--- config.mk ---
export PLATFORM = sky130hd
export DESIGN_NAME = selfrefresh_ctrl
export DESIGN_NICKNAME = d
export VERILOG_FILES = /design/src/rtl/selfrefresh_pkg.sv /design/src/rtl/selfrefresh_regs.sv /design/src/rtl/selfrefresh_fsm.sv /design/src/rtl/selfrefresh_ctrl.sv
export SDC_FILE = /design/constraint.sdc
export NUM_CORES = 1
export LEC_CHECK = 0
export ABC_AREA = 1
export BUFFER_PORTS_ARGS = -buffer_cell sky130_fd_sc_hd__buf_2
export CAP_MARGIN = 20
export CELL_PAD_IN_SITES_DETAIL_PLACEMENT = 1
export CELL_PAD_IN_SITES_GLOBAL_PLACEMENT = 2
export CORE_MARGIN = 2
export CORE_UTILIZATION = 21
export CTS_BUF_LIST = sky130_fd_sc_hd__clkbuf_4 sky130_fd_sc_hd__clkbuf_8
export DETAILED_ROUTE_END_ITERATION = 10
export PLACE_DENSITY_LB_ADDON = 0.1
export SYNTH_ARGS = -nofsm -noshare
export SYNTH_HDL_FRONTEND = slang
export SYNTH_SLANG_ARGS = --single-unit
--- constraint.sdc ---
create_clock -name clk -period 1.37 [get_ports clk]
set_clock_uncertainty 0.15 [all_clocks]
set_input_delay 0.0685 -clock clk [delete_from_list [all_inputs] [get_ports clk]]
set_output_delay 0.0685 -clock clk [all_outputs]
set_load 0.03 [all_outputs]
--- src/rtl/selfrefresh_pkg.sv ---
package selfrefresh_pkg;

  typedef enum logic [1:0] {
    ST_IDLE   = 2'b00,
    ST_ACTIVE = 2'b01,
    ST_SFU    = 2'b10
  } srState_t;

  localparam logic [2:0] POL_MANUAL = 3'b000;
  localparam logic [2:0] POL_SW     = 3'b001;
  localparam logic [2:0] POL_HW     = 3'b010;

  localparam int BIT_ON      = 0;
  localparam int BIT_ABORT   = 1;
  localparam int BIT_POL_LO  = 2;
  localparam int BIT_ONESHOT = 7;
  localparam int BIT_ENTRY   = 8;

  typedef struct packed {
    logic idleClear;
    logic idleStep;
  } ctrlStrobes_t;

endpackage

--- src/rtl/selfrefresh_regs.sv ---
module selfrefresh_regs
  import selfrefresh_pkg::*;
#(
  parameter int DATA_W      = 32,
  parameter int IDLE_FRAMES = 4
) (
  input  logic              clk,
  input  logic              rstN,
  input  logic              regWrEn,
  input  logic [DATA_W-1:0] regWrData,
  input  logic              vblank,
  input  ctrlStrobes_t      strobes,
  output logic              cfgOn,
  output logic [2:0]        cfgPolicy,
  output logic              abortPulse,
  output logic              oneShotReq,
  output logic              entryRise,
  output logic              entryFall,
  output logic              idleReached,
  output logic [DATA_W-1:0] regRdData
);

  localparam int CNT_W = $clog2(IDLE_FRAMES + 1);
  localparam logic [CNT_W-1:0] CNT_MAX = CNT_W'(IDLE_FRAMES);

  logic             entryReq;
  logic             oneShotPending;
  logic             oneShotShown;
  logic [CNT_W-1:0] idleCount;
  logic             unusedWrBits;

  assign unusedWrBits = ^{regWrData[DATA_W-1:BIT_ENTRY+1], regWrData[6:5]};

  always_ff @(posedge clk) begin
    if (!rstN) begin
      cfgOn          <= 1'b0;
      cfgPolicy      <= POL_MANUAL;
      entryReq       <= 1'b0;
      oneShotPending <= 1'b0;
      abortPulse     <= 1'b0;
      oneShotReq     <= 1'b0;
      entryRise      <= 1'b0;
      entryFall      <= 1'b0;
    end else if (regWrEn) begin
      cfgOn          <= regWrData[BIT_ON];
      cfgPolicy      <= regWrData[BIT_POL_LO +: 3];
      entryReq       <= regWrData[BIT_ENTRY];
      oneShotPending <= regWrData[BIT_ONESHOT];
      abortPulse     <= regWrData[BIT_ABORT];
      oneShotReq     <= regWrData[BIT_ONESHOT];
      entryRise      <= regWrData[BIT_ENTRY] & ~entryReq;
      entryFall      <= ~regWrData[BIT_ENTRY] & entryReq;
    end else begin
      abortPulse     <= 1'b0;
      oneShotReq     <= 1'b0;
      entryRise      <= 1'b0;
      entryFall      <= 1'b0;
    end
  end

  always_ff @(posedge clk) begin
    if (!rstN) begin
      oneShotShown <= 1'b0;
    end else if (vblank) begin
      oneShotShown <= oneShotPending;
    end
  end

  always_ff @(posedge clk) begin
    if (!rstN) begin
      idleCount <= '0;
    end else if (strobes.idleClear) begin
      idleCount <= '0;
    end else if (strobes.idleStep && idleCount != CNT_MAX) begin
      idleCount <= idleCount + 1'b1;
    end
  end

  assign idleReached = (idleCount == CNT_MAX);

  always_comb begin
    regRdData                      = '0;
    regRdData[BIT_ON]              = cfgOn;
    regRdData[BIT_POL_LO +: 3]     = cfgPolicy;
    regRdData[BIT_ONESHOT]         = oneShotShown;
    regRdData[BIT_ENTRY]           = entryReq;
  end

  AST_IDLE_NO_OVERFLOW: assert property (@(posedge clk) disable iff (!rstN)
    idleCount <= CNT_MAX);

  AST_SHOWN_HOLDS: assert property (@(posedge clk) disable iff (!rstN)
    !vblank |=> $stable(oneShotShown));

  AST_RISE_FALL_EXCLUSIVE: assert property (@(posedge clk) disable iff (!rstN)
    !(entryRise && entryFall));

endmodule

--- src/rtl/selfrefresh_fsm.sv ---
module selfrefresh_fsm
  import selfrefresh_pkg::*;
(
  input  logic         clk,
  input  logic         rstN,
  input  logic         cfgOn,
  input  logic [2:0]   cfgPolicy,
  input  logic         abortPulse,
  input  logic         oneShotReq,
  input  logic         entryRise,
  input  logic         entryFall,
  input  logic         idleReached,
  input  logic         vblank,
  input  logic         fbWrite,
  output ctrlStrobes_t strobes,
  output srState_t     state,
  output logic         captureFrame
);

  srState_t nextState;
  logic     swMode;
  logic     hwMode;
  logic     autoOk;

  assign swMode = cfgOn && (cfgPolicy == POL_SW);
  assign hwMode = cfgOn && (cfgPolicy == POL_HW);
  assign autoOk = swMode || hwMode;

  always_comb begin
    nextState = state;
    if (abortPulse || !autoOk) begin
      nextState = ST_IDLE;
    end else if (oneShotReq) begin
      nextState = ST_SFU;
    end else if (swMode && entryFall) begin
      nextState = ST_IDLE;
    end else begin
      case (state)
        ST_IDLE: begin
          if ((swMode && entryRise) || (hwMode && idleReached)) nextState = ST_ACTIVE;
        end
        ST_ACTIVE: begin
          if (hwMode && fbWrite) nextState = ST_IDLE;
        end
        ST_SFU: begin
          if (vblank) nextState = ST_ACTIVE;
        end
        default: nextState = ST_IDLE;
      endcase
    end
  end

  always_ff @(posedge clk) begin
    if (!rstN) begin
      state        <= ST_IDLE;
      captureFrame <= 1'b0;
    end else begin
      state        <= nextState;
      captureFrame <= (nextState == ST_SFU) && oneShotReq;
    end
  end

  assign strobes.idleClear = abortPulse || !hwMode || fbWrite || (state != ST_IDLE);
  assign strobes.idleStep  = vblank;

  AST_CAPTURE_IN_SFU: assert property (@(posedge clk) disable iff (!rstN)
    captureFrame |-> (state == ST_SFU));

  AST_NOT_AUTO_IDLE: assert property (@(posedge clk) disable iff (!rstN)
    !autoOk |=> (state == ST_IDLE));

  AST_ABORT_IDLE: assert property (@(posedge clk) disable iff (!rstN)
    abortPulse |=> (state == ST_IDLE));

  AST_SW_ENTRY: assert property (@(posedge clk) disable iff (!rstN)
    (swMode && entryRise && state == ST_IDLE && !oneShotReq && !abortPulse)
      |=> (state == ST_ACTIVE));

  AST_FB_EXIT: assert property (@(posedge clk) disable iff (!rstN)
    (hwMode && state == ST_ACTIVE && fbWrite) |=> (state != ST_ACTIVE));

  AST_SFU_EXIT: assert property (@(posedge clk) disable iff (!rstN)
    (state == ST_SFU && vblank && autoOk && !abortPulse && !oneShotReq
      && !(swMode && entryFall)) |=> (state == ST_ACTIVE));

endmodule

--- src/rtl/selfrefresh_ctrl.sv ---
module selfrefresh_ctrl
  import selfrefresh_pkg::*;
#(
  parameter int DATA_W      = 32,
  parameter int IDLE_FRAMES = 4
) (
  input  logic              clk,
  input  logic              rstN,
  input  logic              regWrEn,
  input  logic [DATA_W-1:0] regWrData,
  input  logic              vblank,
  input  logic              fbWrite,
  output logic [DATA_W-1:0] regRdData,
  output logic [1:0]        srState,
  output logic              captureFrame
);

  ctrlStrobes_t strobes;
  srState_t     state;
  logic         cfgOn;
  logic [2:0]   cfgPolicy;
  logic         abortPulse;
  logic         oneShotReq;
  logic         entryRise;
  logic         entryFall;
  logic         idleReached;

  selfrefresh_regs #(
    .DATA_W      (DATA_W),
    .IDLE_FRAMES (IDLE_FRAMES)
  ) uRegs (
    .clk         (clk),
    .rstN        (rstN),
    .regWrEn     (regWrEn),
    .regWrData   (regWrData),
    .vblank      (vblank),
    .strobes     (strobes),
    .cfgOn       (cfgOn),
    .cfgPolicy   (cfgPolicy),
    .abortPulse  (abortPulse),
    .oneShotReq  (oneShotReq),
    .entryRise   (entryRise),
    .entryFall   (entryFall),
    .idleReached (idleReached),
    .regRdData   (regRdData)
  );

  selfrefresh_fsm uFsm (
    .clk          (clk),
    .rstN         (rstN),
    .cfgOn        (cfgOn),
    .cfgPolicy    (cfgPolicy),
    .abortPulse   (abortPulse),
    .oneShotReq   (oneShotReq),
    .entryRise    (entryRise),
    .entryFall    (entryFall),
    .idleReached  (idleReached),
    .vblank       (vblank),
    .fbWrite      (fbWrite),
    .strobes      (strobes),
    .state        (state),
    .captureFrame (captureFrame)
  );

  assign srState = state;

endmodule

==> impl_metrics.prom <==
# TYPE chip_impl_metric gauge
chip_impl_info{name="run_status",value="completed"} 1
chip_impl_metric{name="synth.yosys.warnings",unit=""} 0
chip_impl_metric{name="detailed_place_hpwl",unit="mm"} 1.85
chip_impl_metric{name="clock_buffer_count_from_cts",unit=""} 3
chip_impl_metric{name="dp_cells",unit=""} 209
chip_impl_info{name="worstSetupStartpointType",value="flip-flop"} 1
chip_impl_metric{name="vias",unit=""} 801
chip_impl_info{name="rsz0062_at_grt",value="no"} 1
chip_impl_info{name="hold_start",value="rstN"} 1
chip_impl_metric{name="cpPeakStageDelay",unit="ps"} 330
chip_impl_metric{name="gpl.final_weighted_congestion",unit=""} 0.788
chip_impl_info{name="yosys-top-cells-area",value="sky130_fd_sc_hd__dfxtp_1 33%, sky130_fd_sc_hd__buf_4 21%, sky130_fd_sc_hd__nand3_1 5.4%"} 1
chip_impl_metric{name="avgRoutedWirePerCell",unit="um"} 10.3
chip_impl_metric{name="first_pass_grt_wire_length",unit="mm"} 3.84
chip_impl_metric{name="grt.overflow.total",unit=""} 0
chip_impl_metric{name="timing.setup.tns",unit="ps"} 0
chip_impl_metric{name="grt_max_degree",unit=""} 10
chip_impl_metric{name="netlist-cell-type-count",unit=""} 25
chip_impl_metric{name="routed_via_density",unit=""} 3.59
chip_impl_metric{name="setup_violations",unit=""} 0
chip_impl_metric{name="grt_pass1_vias",unit=""} 826
chip_impl_metric{name="floorplan.die.width",unit="um"} 74.0
chip_impl_metric{name="cts-root-to-sink-buffers",unit=""} 2
chip_impl_metric{name="post-route-min-period",unit="ps"} 1240
chip_impl_metric{name="final-seq-area",unit="sq um"} 343
chip_impl_metric{name="initial_core_util",unit="%"} 21.8
chip_impl_info{name="regToRegStartpoint",value="uRegs.idleCount[0]"} 1
chip_impl_info{name="worst_path_cell_trace",value="inv_2 -> ha_4 -> nand2_4 -> nand3b_1 -> nand2_1 -> nand2_1 -> a21oi_2"} 1
chip_impl_metric{name="required",unit="ps"} 1410
chip_impl_metric{name="drt_pass1_iterations",unit=""} 2
chip_impl_metric{name="reg2reg_depth",unit=""} 7
chip_impl_metric{name="finalWirelength",unit="mm"} 2.30
chip_impl_info{name="hold_path_class",value="input pin to flip-flop"} 1
chip_impl_info{name="critical_path.most_common_cell",value="sky130_fd_sc_hd__nand2_1"} 1
chip_impl_metric{name="clk_pin_slew",unit="ps"} 70
chip_impl_info{name="library_cell_occupying_the_most_area_in_the_post_synthesis_netlist",value="sky130_fd_sc_hd__dfxtp_1"} 1
chip_impl_metric{name="hold_viol",unit=""} 0
chip_impl_metric{name="multi_input_comb_area",unit="sq um"} 497
chip_impl_metric{name="cts_htree_levels",unit=""} 1
chip_impl_info{name="cts_root_buffer",value="sky130_fd_sc_hd__clkbuf_8"} 1
chip_impl_info{name="timing.critical_path.to_type",value="flip-flop"} 1
chip_impl_metric{name="clock-sinks",unit=""} 17
chip_impl_metric{name="place.port_buffers",unit=""} 20
chip_impl_metric{name="chipHeight",unit="um"} 74.0
chip_impl_metric{name="post_layout_nonfiller_instances",unit=""} 223
chip_impl_metric{name="syn2layout_area_growth",unit="%"} 20.9
chip_impl_metric{name="syn-cell-area",unit="sq um"} 1030
chip_impl_metric{name="grt_util_all_layers",unit="%"} 9.45
chip_impl_metric{name="ioPinCount",unit=""} 72
chip_impl_metric{name="postSynthRegisterBits",unit=""} 17
chip_impl_metric{name="power.total",unit="mW"} 1.17
chip_impl_metric{name="irDropWorstVdd",unit="V"} 0.000326
chip_impl_metric{name="max_freq",unit="MHz"} 805
chip_impl_metric{name="fin_nets",unit=""} 196
chip_impl_metric{name="grt_antenna_before_repair",unit=""} 0
chip_impl_metric{name="detailedRoute.firstIterationViolations",unit=""} 25
chip_impl_metric{name="drc_markers",unit=""} 0
chip_impl_metric{name="min_period_over_period",unit="%"} 90.7
chip_impl_info{name="capturing_point_of_the_worst_reg2reg_path",value="uFsm.state[0]"} 1
chip_impl_metric{name="power.static_leakage",unit="nW"} 0.558
chip_impl_metric{name="number_of_cell_rows",unit=""} 25
chip_impl_metric{name="reg2reg_slack",unit="ps"} 130
chip_impl_metric{name="power_density",unit="nW/um^2"} 940
chip_impl_metric{name="number_of_max_slew_violations_in_the_final_report",unit=""} 0
chip_impl_metric{name="hold_depth",unit=""} 3
chip_impl_metric{name="worstPathMaxFanout",unit=""} 5
chip_impl_metric{name="postSynthAreaPerCell",unit="sq um"} 8.04
chip_impl_metric{name="dieArea",unit="sq um"} 5470
chip_impl_metric{name="postRouteAntennaNets",unit=""} 0
chip_impl_metric{name="nFillCells",unit=""} 583
chip_impl_metric{name="synth_cells",unit=""} 128
chip_impl_metric{name="core_area",unit="sq um"} 4720
chip_impl_metric{name="clk_latency",unit="ps"} 250
chip_impl_info{name="cpMaxStageDelayCell",value="sky130_fd_sc_hd__dfxtp_2"} 1
chip_impl_metric{name="worstPathArrival",unit="ps"} 1280
chip_impl_metric{name="timing.hold.ws",unit="ps"} 14.7
chip_impl_info{name="worst_hold_path.endpoint",value="uFsm.captureFrame"} 1
chip_impl_metric{name="fraction_of_final_layout_cells_with_drive_strength_greater_than_1",unit="%"} 35.9
chip_impl_metric{name="drv_cap",unit=""} 0
chip_impl_info{name="tritoncts",value="done"} 1
chip_impl_metric{name="antenna_cells_inserted",unit=""} 0
chip_impl_metric{name="synthDominantCellAreaShare",unit="%"} 33.1
chip_impl_metric{name="synth-seq-area-share",unit="%"} 33.1
chip_impl_info{name="critical_path_type",value="flip-flop to flip-flop"} 1
[worst max path at each step]
stage                             from             to  slack, ps  cells past startpoint
floorplan           uRegs.cfgPolicy[1]  uFsm.state[0]         80                      5
global placement    uRegs.idleCount[0]  uFsm.state[0]         10                      7
detailed placement  uRegs.idleCount[0]  uFsm.state[0]        -30                      7
CTS                 uRegs.idleCount[0]  uFsm.state[0]          8                      7
global route        uRegs.idleCount[0]  uFsm.state[0]          9                      7
finish              uRegs.idleCount[0]  uFsm.state[0]        130                      7
[layer usage]
layer | GRT usage (%) | vias up | part of all wire, %
met1 | 11.5 | 371 | 45
met3 | 2.17 | 2 | 3.7
li1 | - | 404 | -
met4 | 4.24 | 0 | 1.2
met2 | 15.9 | 24 | 50
met5 | 0 | - | 0
[what timing repair did]
item                       in CTS  in global routing
setup endpoints to repair       1                  1
resized for setup               2                  6
buffers inserted                0                  0
hold buffers                   10                  0
hold endpoints to repair       13                  0
gates cloned                    0                  0
pin swaps                       0                  2
[where the power goes]
part           total [mW]  internal (mW)  switching [mW]
registers           0.522          0.511          0.0117
clock network       0.407          0.226           0.181
logic               0.240         0.0603           0.180
total                1.17          0.797           0.372
[synthesized netlist by cell type]
master / count
sky130_fd_sc_hd__a21oi_1: 4
sky130_fd_sc_hd__a21oi_2: 4
sky130_fd_sc_hd__buf_2: 1
sky130_fd_sc_hd__buf_4: 29
sky130_fd_sc_hd__buf_6: 1
sky130_fd_sc_hd__conb_1: 1
sky130_fd_sc_hd__dfxtp_1: 17
sky130_fd_sc_hd__ha_1: 2
sky130_fd_sc_hd__inv_1: 13
sky130_fd_sc_hd__inv_2: 6
sky130_fd_sc_hd__nand2_1: 9
sky130_fd_sc_hd__nand2_2: 2
sky130_fd_sc_hd__nand3_1: 11
sky130_fd_sc_hd__nand3_2: 3
sky130_fd_sc_hd__nand3b_1: 1
sky130_fd_sc_hd__nand4_1: 2
sky130_fd_sc_hd__nor2_1: 8
sky130_fd_sc_hd__nor2_2: 2
sky130_fd_sc_hd__nor2_4: 1
sky130_fd_sc_hd__nor3_1: 2
sky130_fd_sc_hd__nor3_2: 1
sky130_fd_sc_hd__o21ai_0: 1
sky130_fd_sc_hd__o21ai_2: 4
sky130_fd_sc_hd__o22ai_2: 2
sky130_fd_sc_hd__or2_4: 1
[cells in the final DEF (no fill, tap or decap), drive strengths merged]
| cell | n |
|---|---|
| dlygate4sd3 | 10 |
| nor2 | 11 |
| nand4 | 2 |
| o22ai | 2 |
| nand2 | 11 |
| conb | 26 |
| dfxtp | 17 |
| a21oi | 8 |
| buf | 20 |
| clkbuf | 4 |
| o21ai | 5 |
| nand3 | 14 |
| inv | 19 |
| ha | 2 |
| nand3b | 1 |
| nor3 | 3 |
| or2 | 1 |
[flip-flops by register name, indices dropped and copies added, names as in the netlist]
register,flops
uFsm.state,2
uFsm.captureFrame,1
uRegs.oneShotReq,1
uRegs.cfgOn,1
uRegs.entryReq,1
uRegs.entryFall,1
uRegs.oneShotPending,1
uRegs.idleCount,3
uRegs.oneShotShown,1
uRegs.abortPulse,1
uRegs.cfgPolicy,3
uRegs.entryRise,1
[worst max-delay path: cells and delay by family (launching register included)]
| kind | cells | cell delay, ps |
|---|---|---|
| adder cells (fa/ha/maj) | 1 | 140 |
| AND/OR/NAND/NOR | 4 | 360 |
| buffers and inverters | 1 | 70 |
| AO/OA/AOI/OAI | 1 | 120 |
| flip-flops | 1 | 330 |
[cell type report]
| type | count | share of cell area (%) |
|---|---|---|
| Inverter | 19 | 5.73 |
| Multi-Input combinational cell | 86 | 39.9 |
| Clock buffer | 4 | 3.92 |
| Timing Repair Buffer | 30 | 16.1 |
| Tap cell | 67 | 6.74 |
| Sequential cell | 17 | 27.6 |
[cells by family after synthesis]
logic type               synth area share [%]
flip-flops                               33.1
AND/OR/NAND/NOR                          22.7
other                                   0.365
AO/OA/AOI/OAI                            11.7
buffers and inverters                    29.7
adder cells (fa/ha/maj)                  2.43
[through the flow]
| stage | setup slack (ps) | utilization [%] | cell area, sq um |
|---|---|---|---|
| after global routing | 8.77 | 26.3 | 1240 |
| final | 127 | 26.3 | 1240 |
| after floorplan | 81.8 | - | 1120 |
| after CTS | 7.50 | 26.0 | 1230 |
| after global placement | 12.1 | 22.7 | 1070 |
| after detailed placement | -30.1 | 22.7 | 1070 |
(Power assumes the default switching activity.)
